File: config.mk
export PLATFORM = sky130hd
export DESIGN_NAME = usonic_echo_emu
export DESIGN_NICKNAME = d
export VERILOG_FILES = /design/src/rtl/ue_pkg.sv /design/src/rtl/ue_sync.sv /design/src/rtl/ue_dist_reg.sv /design/src/rtl/ue_delay_calc.sv /design/src/rtl/ue_echo_fsm.sv /design/src/rtl/usonic_echo_emu.sv
export SDC_FILE = /design/constraint.sdc
export NUM_CORES = 1
export LEC_CHECK = 0
export BUFFER_PORTS_ARGS = -buffer_cell sky130_fd_sc_hd__buf_2
export CAP_MARGIN = 10
export CELL_PAD_IN_SITES_DETAIL_PLACEMENT = 1
export CELL_PAD_IN_SITES_GLOBAL_PLACEMENT = 1
export CORE_MARGIN = 4
export CORE_UTILIZATION = 54
export DETAILED_ROUTE_END_ITERATION = 16
export GPL_TIMING_DRIVEN = 0
export PLACE_DENSITY_LB_ADDON = 0.1
export REMOVE_ABC_BUFFERS = 1
export SYNTH_ARGS = -nofsm -noshare
export SYNTH_HDL_FRONTEND = slang
export SYNTH_SLANG_ARGS = --single-unit
File: constraint.sdc
create_clock -name clk -period 22.3 [get_ports clk]
set_input_delay 3.345 -clock clk [delete_from_list [all_inputs] [get_ports clk]]
set_output_delay 3.345 -clock clk [all_outputs]
set_load 0.01 [all_outputs]
File: src/rtl/ue_pkg.sv
package ue_pkg;

  typedef enum logic [1:0] {
    UE_IDLE = 2'd0,
    UE_WAIT = 2'd1,
    UE_ECHO = 2'd2
  } ue_state_e;

  // Length of the transmit burst in clock cycles, rounded up.
  function automatic int unsigned burst_cycles(longint unsigned clk_hz,
                                               longint unsigned pulses,
                                               longint unsigned tone_hz);
    longint unsigned tmp;
    tmp = (clk_hz * pulses + tone_hz - 1) / tone_hz;
    return int'(tmp);
  endfunction

  // Bits needed to hold the value v.
  function automatic int unsigned bits_for(longint unsigned v);
    return (v < 2) ? 1 : $clog2(v + 1);
  endfunction

endpackage

File: src/rtl/ue_sync.sv
module ue_sync #(
  parameter int unsigned STAGES = 2
) (
  input  logic clk,
  input  logic rst_n,
  input  logic async_i,
  output logic lvl_o,
  output logic rise_o
);

  logic [STAGES-1:0] chain_q;
  logic [STAGES-1:0] chain_d;
  logic              prev_q;
  logic              prev_d;

  generate
    if (STAGES == 1) begin : g_one
      always_comb chain_d = async_i;
    end else begin : g_many
      always_comb chain_d = {chain_q[STAGES-2:0], async_i};
    end
  endgenerate

  always_comb prev_d = chain_q[STAGES-1];

  always_ff @(posedge clk or negedge rst_n) begin
    if (!rst_n) begin
      chain_q <= '0;
      prev_q  <= 1'b0;
    end else begin
      chain_q <= chain_d;
      prev_q  <= prev_d;
    end
  end

  assign lvl_o  = chain_q[STAGES-1];
  assign rise_o = chain_q[STAGES-1] & ~prev_q;

endmodule

File: src/rtl/ue_dist_reg.sv
module ue_dist_reg #(
  parameter int unsigned DIST_W = 12
) (
  input  logic              clk,
  input  logic              rst_n,
  input  logic              wr_i,
  input  logic [DIST_W-1:0] dist_i,
  output logic [DIST_W-1:0] dist_o
);

  logic [DIST_W-1:0] dist_q;
  logic [DIST_W-1:0] dist_d;

  always_comb begin
    dist_d = dist_q;
    if (wr_i) dist_d = dist_i;
  end

  always_ff @(posedge clk or negedge rst_n) begin
    if (!rst_n) dist_q <= '0;
    else        dist_q <= dist_d;
  end

  assign dist_o = dist_q;

endmodule

File: src/rtl/ue_delay_calc.sv
module ue_delay_calc #(
  parameter int unsigned DIST_W       = 12,
  parameter int unsigned DLY_W        = 24,
  parameter int unsigned CYC_PER_UNIT = 5830,
  parameter int unsigned MIN_DLY_CYC  = 32389
) (
  input  logic [DIST_W-1:0] dist_i,
  output logic [DLY_W-1:0]  delay_o
);

  localparam logic [DLY_W-1:0] SCALE = DLY_W'(CYC_PER_UNIT);
  localparam logic [DLY_W-1:0] FLOOR = DLY_W'(MIN_DLY_CYC);

  logic [DLY_W-1:0] prod;

  always_comb begin
    prod    = DLY_W'(dist_i) * SCALE;
    delay_o = (prod < FLOOR) ? FLOOR : prod;
  end

endmodule

File: src/rtl/ue_echo_fsm.sv
module ue_echo_fsm
  import ue_pkg::*;
#(
  parameter int unsigned DLY_W       = 24,
  parameter int unsigned MIN_DLY_CYC = 32389
) (
  input  logic             clk,
  input  logic             rst_n,
  input  logic             rise_i,
  input  logic             lvl_i,
  input  logic [DLY_W-1:0] delay_i,
  output logic             echo_o
);

  ue_state_e        state_q, state_d;
  logic [DLY_W-1:0] cnt_q, cnt_d;
  logic             cnt_en;

  always_comb begin
    state_d = state_q;
    cnt_d   = cnt_q;
    cnt_en  = 1'b0;
    case (state_q)
      UE_IDLE: begin
        if (rise_i) begin
          state_d = UE_WAIT;
          cnt_d   = delay_i - 1'b1;
          cnt_en  = 1'b1;
        end
      end
      UE_WAIT: begin
        if (cnt_q == '0) begin
          state_d = lvl_i ? UE_ECHO : UE_IDLE;
        end else begin
          cnt_d  = cnt_q - 1'b1;
          cnt_en = 1'b1;
        end
      end
      UE_ECHO: begin
        if (!lvl_i) state_d = UE_IDLE;
      end
      default: state_d = UE_IDLE;
    endcase
  end

  always_ff @(posedge clk or negedge rst_n) begin
    if (!rst_n) begin
      state_q <= UE_IDLE;
    end else begin
      state_q <= state_d;
    end
  end

  always_ff @(posedge clk or negedge rst_n) begin
    if (!rst_n) begin
      cnt_q <= '0;
    end else if (cnt_en) begin
      cnt_q <= cnt_d;
    end
  end

  assign echo_o = (state_q == UE_ECHO);

  // the echo only appears when a running count has expired
  a_r2_echo_after_count: assert property (@(posedge clk) disable iff (!rst_n)
    $rose(echo_o) |-> ($past(state_q) == UE_WAIT && $past(cnt_q) == '0));

  // a freshly loaded count never undercuts the burst floor
  a_r3_floor_on_load: assert property (@(posedge clk) disable iff (!rst_n)
    (state_q == UE_IDLE && rise_i) |=> (cnt_q >= DLY_W'(MIN_DLY_CYC - 1)));

  // echo holds while the synchronised trigger stays high
  a_r6_echo_holds: assert property (@(posedge clk) disable iff (!rst_n)
    (state_q == UE_ECHO && lvl_i) |=> (state_q == UE_ECHO));

  // a running count only ticks down, whatever the inputs do
  a_r7_count_undisturbed: assert property (@(posedge clk) disable iff (!rst_n)
    (state_q == UE_WAIT && cnt_q != '0) |=>
      (state_q == UE_WAIT && cnt_q == $past(cnt_q) - 1'b1));

endmodule

File: src/rtl/usonic_echo_emu.sv
module usonic_echo_emu
  import ue_pkg::*;
#(
  parameter int unsigned DIST_W       = 12,
  parameter int unsigned CYC_PER_UNIT = 5830,
  parameter int unsigned MIN_DLY_CYC  = ue_pkg::burst_cycles(64'd100_000_000, 64'd16, 64'd49_400),
  parameter int unsigned SYNC_STAGES  = 2
) (
  input  logic              clk,
  input  logic              rst_n,
  input  logic              trig_i,
  input  logic              dist_wr_i,
  input  logic [DIST_W-1:0] dist_i,
  output logic              echo_o
);

  localparam longint unsigned PROD_MAX =
    ((64'd1 << DIST_W) - 64'd1) * longint'(CYC_PER_UNIT);
  localparam longint unsigned DLY_MAX =
    (PROD_MAX > longint'(MIN_DLY_CYC)) ? PROD_MAX : longint'(MIN_DLY_CYC);
  localparam int unsigned DLY_W = ue_pkg::bits_for(DLY_MAX);

  logic              trig_lvl;
  logic              trig_rise;
  logic [DIST_W-1:0] dist_cur;
  logic [DLY_W-1:0]  delay;

  ue_sync #(.STAGES(SYNC_STAGES)) u_sync (
    .clk     (clk),
    .rst_n   (rst_n),
    .async_i (trig_i),
    .lvl_o   (trig_lvl),
    .rise_o  (trig_rise)
  );

  ue_dist_reg #(.DIST_W(DIST_W)) u_dist (
    .clk    (clk),
    .rst_n  (rst_n),
    .wr_i   (dist_wr_i),
    .dist_i (dist_i),
    .dist_o (dist_cur)
  );

  ue_delay_calc #(
    .DIST_W       (DIST_W),
    .DLY_W        (DLY_W),
    .CYC_PER_UNIT (CYC_PER_UNIT),
    .MIN_DLY_CYC  (MIN_DLY_CYC)
  ) u_calc (
    .dist_i  (dist_cur),
    .delay_o (delay)
  );

  ue_echo_fsm #(
    .DLY_W       (DLY_W),
    .MIN_DLY_CYC (MIN_DLY_CYC)
  ) u_fsm (
    .clk     (clk),
    .rst_n   (rst_n),
    .rise_i  (trig_rise),
    .lvl_i   (trig_lvl),
    .delay_i (delay),
    .echo_o  (echo_o)
  );

  // reset forces the echo low
  a_r1_reset_quiet: assert property (@(posedge clk) !rst_n |=> !echo_o);

  // echo never rises while the trigger has been low across the sync chain
  a_r8_no_echo_on_low: assert property (@(posedge clk) disable iff (!rst_n)
    (!trig_lvl && !echo_o) |=> !echo_o);

endmodule

==> results.py <==
metrics = {
    "run_status": {
        "status": "complete, no violations",
    },
    "clock_tree": {
        "clock_sinks": 42,
        "cts_made_buffers": 5,
        "cts_tree": "yes",
        "ctsHoldBuffers": 0,
        "ctsResizeCount": 0,
        "clkSlewWorstSetupHoldPaths_ns": 0.11,
        "post_cts_buffers": 0,
        "root_buffer": "clkbuf_8",
        "clock_path_buffers": 2,
        "htreeDepth": 2,
        "clk_latency_ns": 0.31,
    },
    "synth": {
        "ys_warn_count": 0,
        "avgSynthCellArea_um2": 8.66,
        "synth_flop_cell": "dfrtp_1",
        "netlist_instances": 673,
        "synthArstFlopShare": 1.00,
        "synth_area_um2": 5830,
        "synth_seq_cells": 42,
        "seq_area_frac_synth": 0.180,
        "ys_types": 71,
        "synth_edf_count": 0,
    },
    "timing": {
        "max_freq_mhz": 113,
        "clock_skew_ns": 0.0167,
        "fin_crit_ns": 8.88,
        "rsz0062_at_grt": "no",
        "worst_slew_pin_slew_ns": 1.08,
        "max_slew_margin": 0.281,
        "finalHoldViolCount": 0,
        "maxSlewViolCount": 0,
        "fin_tns_setup_ns": 0,
        "fin_crit_sh": 0.398,
        "holdWs_ns": 0.363,
        "setup_viol": 0,
    },
    "floorplan": {
        "die-height_um": 112,
        "die-area_um2": 12500,
        "num_rows": 37,
        "die_w_um": 112,
        "io_pins": 17,
        "core-area_um2": 10400,
        "start_util": 0.560,
    },
    "critical_path": {
        "slowest_delay_ns": 0.82,
        "endpoint": "u_fsm.cnt_q[24]$_DFFE_PN0P_",
        "arrival_ns": 9.06,
        "timing.rr.end": "u_fsm.cnt_q[24]$_DFFE_PN0P_",
        "cp.required_ns": 22.48,
        "path_max_fanout": 13,
        "reg2reg_slack_ns": 13.42,
        "r2r-start": "u_dist.dist_o[2]$_DFFE_PN0P_",
        "worst-setup-path-type": "flip-flop to flip-flop",
        "setup.worst_path.start_class": "flip-flop",
        "timing.critical_path.mode_cell": "ha_1",
        "critical-path-top-delay-family": "adder cells",
        "rr_worst_depth": 25,
        "cp-startpoint": "u_dist.dist_o[2]$_DFFE_PN0P_",
        "path_buf_inv": 2,
        "crit_slowest_cell": "nor3_2",
        "end_kind": "flip-flop",
        "critical_path_depth": 25,
    },
    "job": {
        "drv_cap": 0,
    },
    "routing": {
        "routed_via_density": 6.34,
        "drc": 0,
        "routed_wl_mm": 17.3,
        "ant_nets": 0,
        "num_vias": 5158,
        "wl_per_cell_um": 21.3,
        "dr.pass1.iters": 5,
        "first_iter_violations": 339,
    },
    "grt": {
        "grt-ovfl-total": 0,
        "antenna_found_initial": 0,
        "grt_pass1_vias": 5616,
        "grt_pass1_wl_mm": 28.4,
        "grt_usage": 0.279,
        "grt_max_degree": 46,
    },
    "placed_design": {
        "place_congestion": 0.858,
        "hpwl_mm": 14.0,
        "portBuffers": 16,
    },
    "finish": {
        "antenna_cells": 0,
        "final_layout_size_suffix_gt1_frac": 0.0709,
        "mostFrequentLayoutCells": "ha_1, inv_1, nand2_1",
        "final_common_cell": "ha_1",
        "syn2layout_area_growth_pct": 5.60,
        "final_net_count": 819,
    },
    "hold_path": {
        "hold_path_class": "flip-flop to flip-flop",
    },
}
-- synth_stat cells (3+ instances only) --
| cell | count | share of area |
|---|---|---|
| nand3_1 | 14 | 0.012 |
| o31a_1 | 5 | 0.0075 |
| a21o_1 | 10 | 0.013 |
| nand2b_1 | 4 | 0.0043 |
| and4_1 | 3 | 0.0045 |
| inv_1 | 77 | 0.050 |
| fa_1 | 39 | 0.13 |
| buf_2 | 5 | 0.0043 |
| nor2b_1 | 3 | 0.0032 |
| o22ai_1 | 3 | 0.0032 |
| mux2i_1 | 10 | 0.017 |
| o21a_1 | 6 | 0.0077 |
| or3_1 | 10 | 0.011 |
| a22oi_1 | 4 | 0.0052 |
| xnor2_1 | 11 | 0.017 |
| a31oi_1 | 12 | 0.013 |
| a221o_1 | 5 | 0.0086 |
| clkbuf_1 | 15 | 0.0097 |
| o21bai_1 | 3 | 0.0039 |
| ha_1 | 88 | 0.19 |
| and3_1 | 4 | 0.0043 |
| nand2_1 | 54 | 0.035 |
| nor4_1 | 9 | 0.0097 |
| o211ai_1 | 6 | 0.0077 |
| a21oi_1 | 34 | 0.029 |
| nor2_1 | 48 | 0.031 |
| nand4_1 | 9 | 0.0097 |
| xor2_1 | 7 | 0.011 |
| a221oi_1 | 3 | 0.0045 |
| nor3_1 | 25 | 0.021 |
| o21ai_0 | 32 | 0.027 |
| and2_1 | 7 | 0.0075 |
| o22a_1 | 3 | 0.0045 |
| a211oi_1 | 3 | 0.0039 |
| a2111oi_0 | 3 | 0.0045 |
| dfrtp_1 | 42 | 0.18 |
| mux2_2 | 11 | 0.021 |
-- flip-flops by register name, indices dropped and copies added (netlist names) --
name and count:
u_sync.chain_q 2, u_fsm.state_q 2, u_fsm.cnt_q 25, u_sync.prev_q 1
u_dist.dist_o 12
-- layer usage --
metal | global-route usage | routed length (µm)
met5 | 0 | 0
met2 | 0.514 | 8910
met1 | 0.342 | 7280
met3 | 0.0326 | 693
met4 | 0.0738 | 444
-- kinds of logic (layout without fill, tap and decap cells) --
| logic type | count (synthesis) | count (layout) | synth area share |
|---|---|---|---|
| AOI/OAI and AO/OA | 158 | 158 | 0.186 |
| buffers and inverters | 101 | 105 | 0.0667 |
| muxes | 22 | 22 | 0.0403 |
| and+or+nand+nor | 205 | 205 | 0.176 |
| DFF | 42 | 42 | 0.180 |
| xor gates and xnor gates | 18 | 18 | 0.0270 |
| adders and majority gates | 127 | 127 | 0.323 |
-- worst reg2reg max path, cell delays in order, from the launching register on --
cell	delay [ns]
dfrtp_1	0.52
ha_1	0.41
xor2_1	0.19
ha_1	0.31
fa_1	0.53
fa_1	0.55
inv_1	0.06
fa_1	0.54
inv_1	0.04
ha_1	0.41
a21o_1	0.28
a221oi_1	0.63
nand3_1	0.17
o22a_1	0.21
xor2_1	0.17
nand4bb_1	0.30
nor3_2	0.82
nor2_1	0.32
a22oi_1	0.24
ha_1	0.26
nand2_1	0.10
nor3_1	0.43
o21ai_1	0.32
nor3_2	0.42
a31oi_1	0.14
a2111o_1	0.40
-- per-stage QoR --
| stage | util | setup WS, ns | area, µm² | instances |
|---|---|---|---|---|
| 2_1_floorplan | - | 15.04 | 5730 | 650 |
| 3_3_place_gp | 0.575 | 13.73 | 5980 | 802 |
| 3_5_place_dp | 0.576 | 13.47 | 6000 | 803 |
| 4_1_cts | 0.588 | 13.46 | 6120 | 811 |
| 5_1_grt | 0.591 | 12.97 | 6160 | 813 |
| 6_report | 0.591 | 13.42 | 6160 | 813 |
-- layout make-up --
| cell class | instances | area, µm² |
|---|---|---|
| Clock buffer | 5 | 68.8 |
| Sequential cell | 42 | 1050 |
| Inverter | 78 | 293 |
| Fill cell | 1247 | 4260 |
| Clock inverter | 3 | 48.8 |
| Tap cell | 136 | 170 |
| Multi-Input combinational cell | 530 | 4400 |
| Timing Repair Buffer | 19 | 130 |
-- worst min path at each step --
stage	startpoint	to	slack, ns	cells after the start
after global placement	u_sync.chain_q[0]$_DFF_PN0_	u_sync.chain_q[1]$_DFF_PN0_	0.34	0
after global routing	u_sync.chain_q[0]$_DFF_PN0_	u_sync.chain_q[1]$_DFF_PN0_	0.38	0
after floorplan	u_sync.chain_q[0]$_DFF_PN0_	u_sync.chain_q[1]$_DFF_PN0_	0.33	0
after detailed placement	u_sync.chain_q[0]$_DFF_PN0_	u_sync.chain_q[1]$_DFF_PN0_	0.34	0
final	u_sync.chain_q[0]$_DFF_PN0_	u_sync.chain_q[1]$_DFF_PN0_	0.36	0
after CTS	u_sync.chain_q[0]$_DFF_PN0_	u_sync.chain_q[1]$_DFF_PN0_	0.37	0
Power is left out: the tool's default activity adds up to more than one toggle a clock period on the data nets, which glitch-free logic cannot reach.
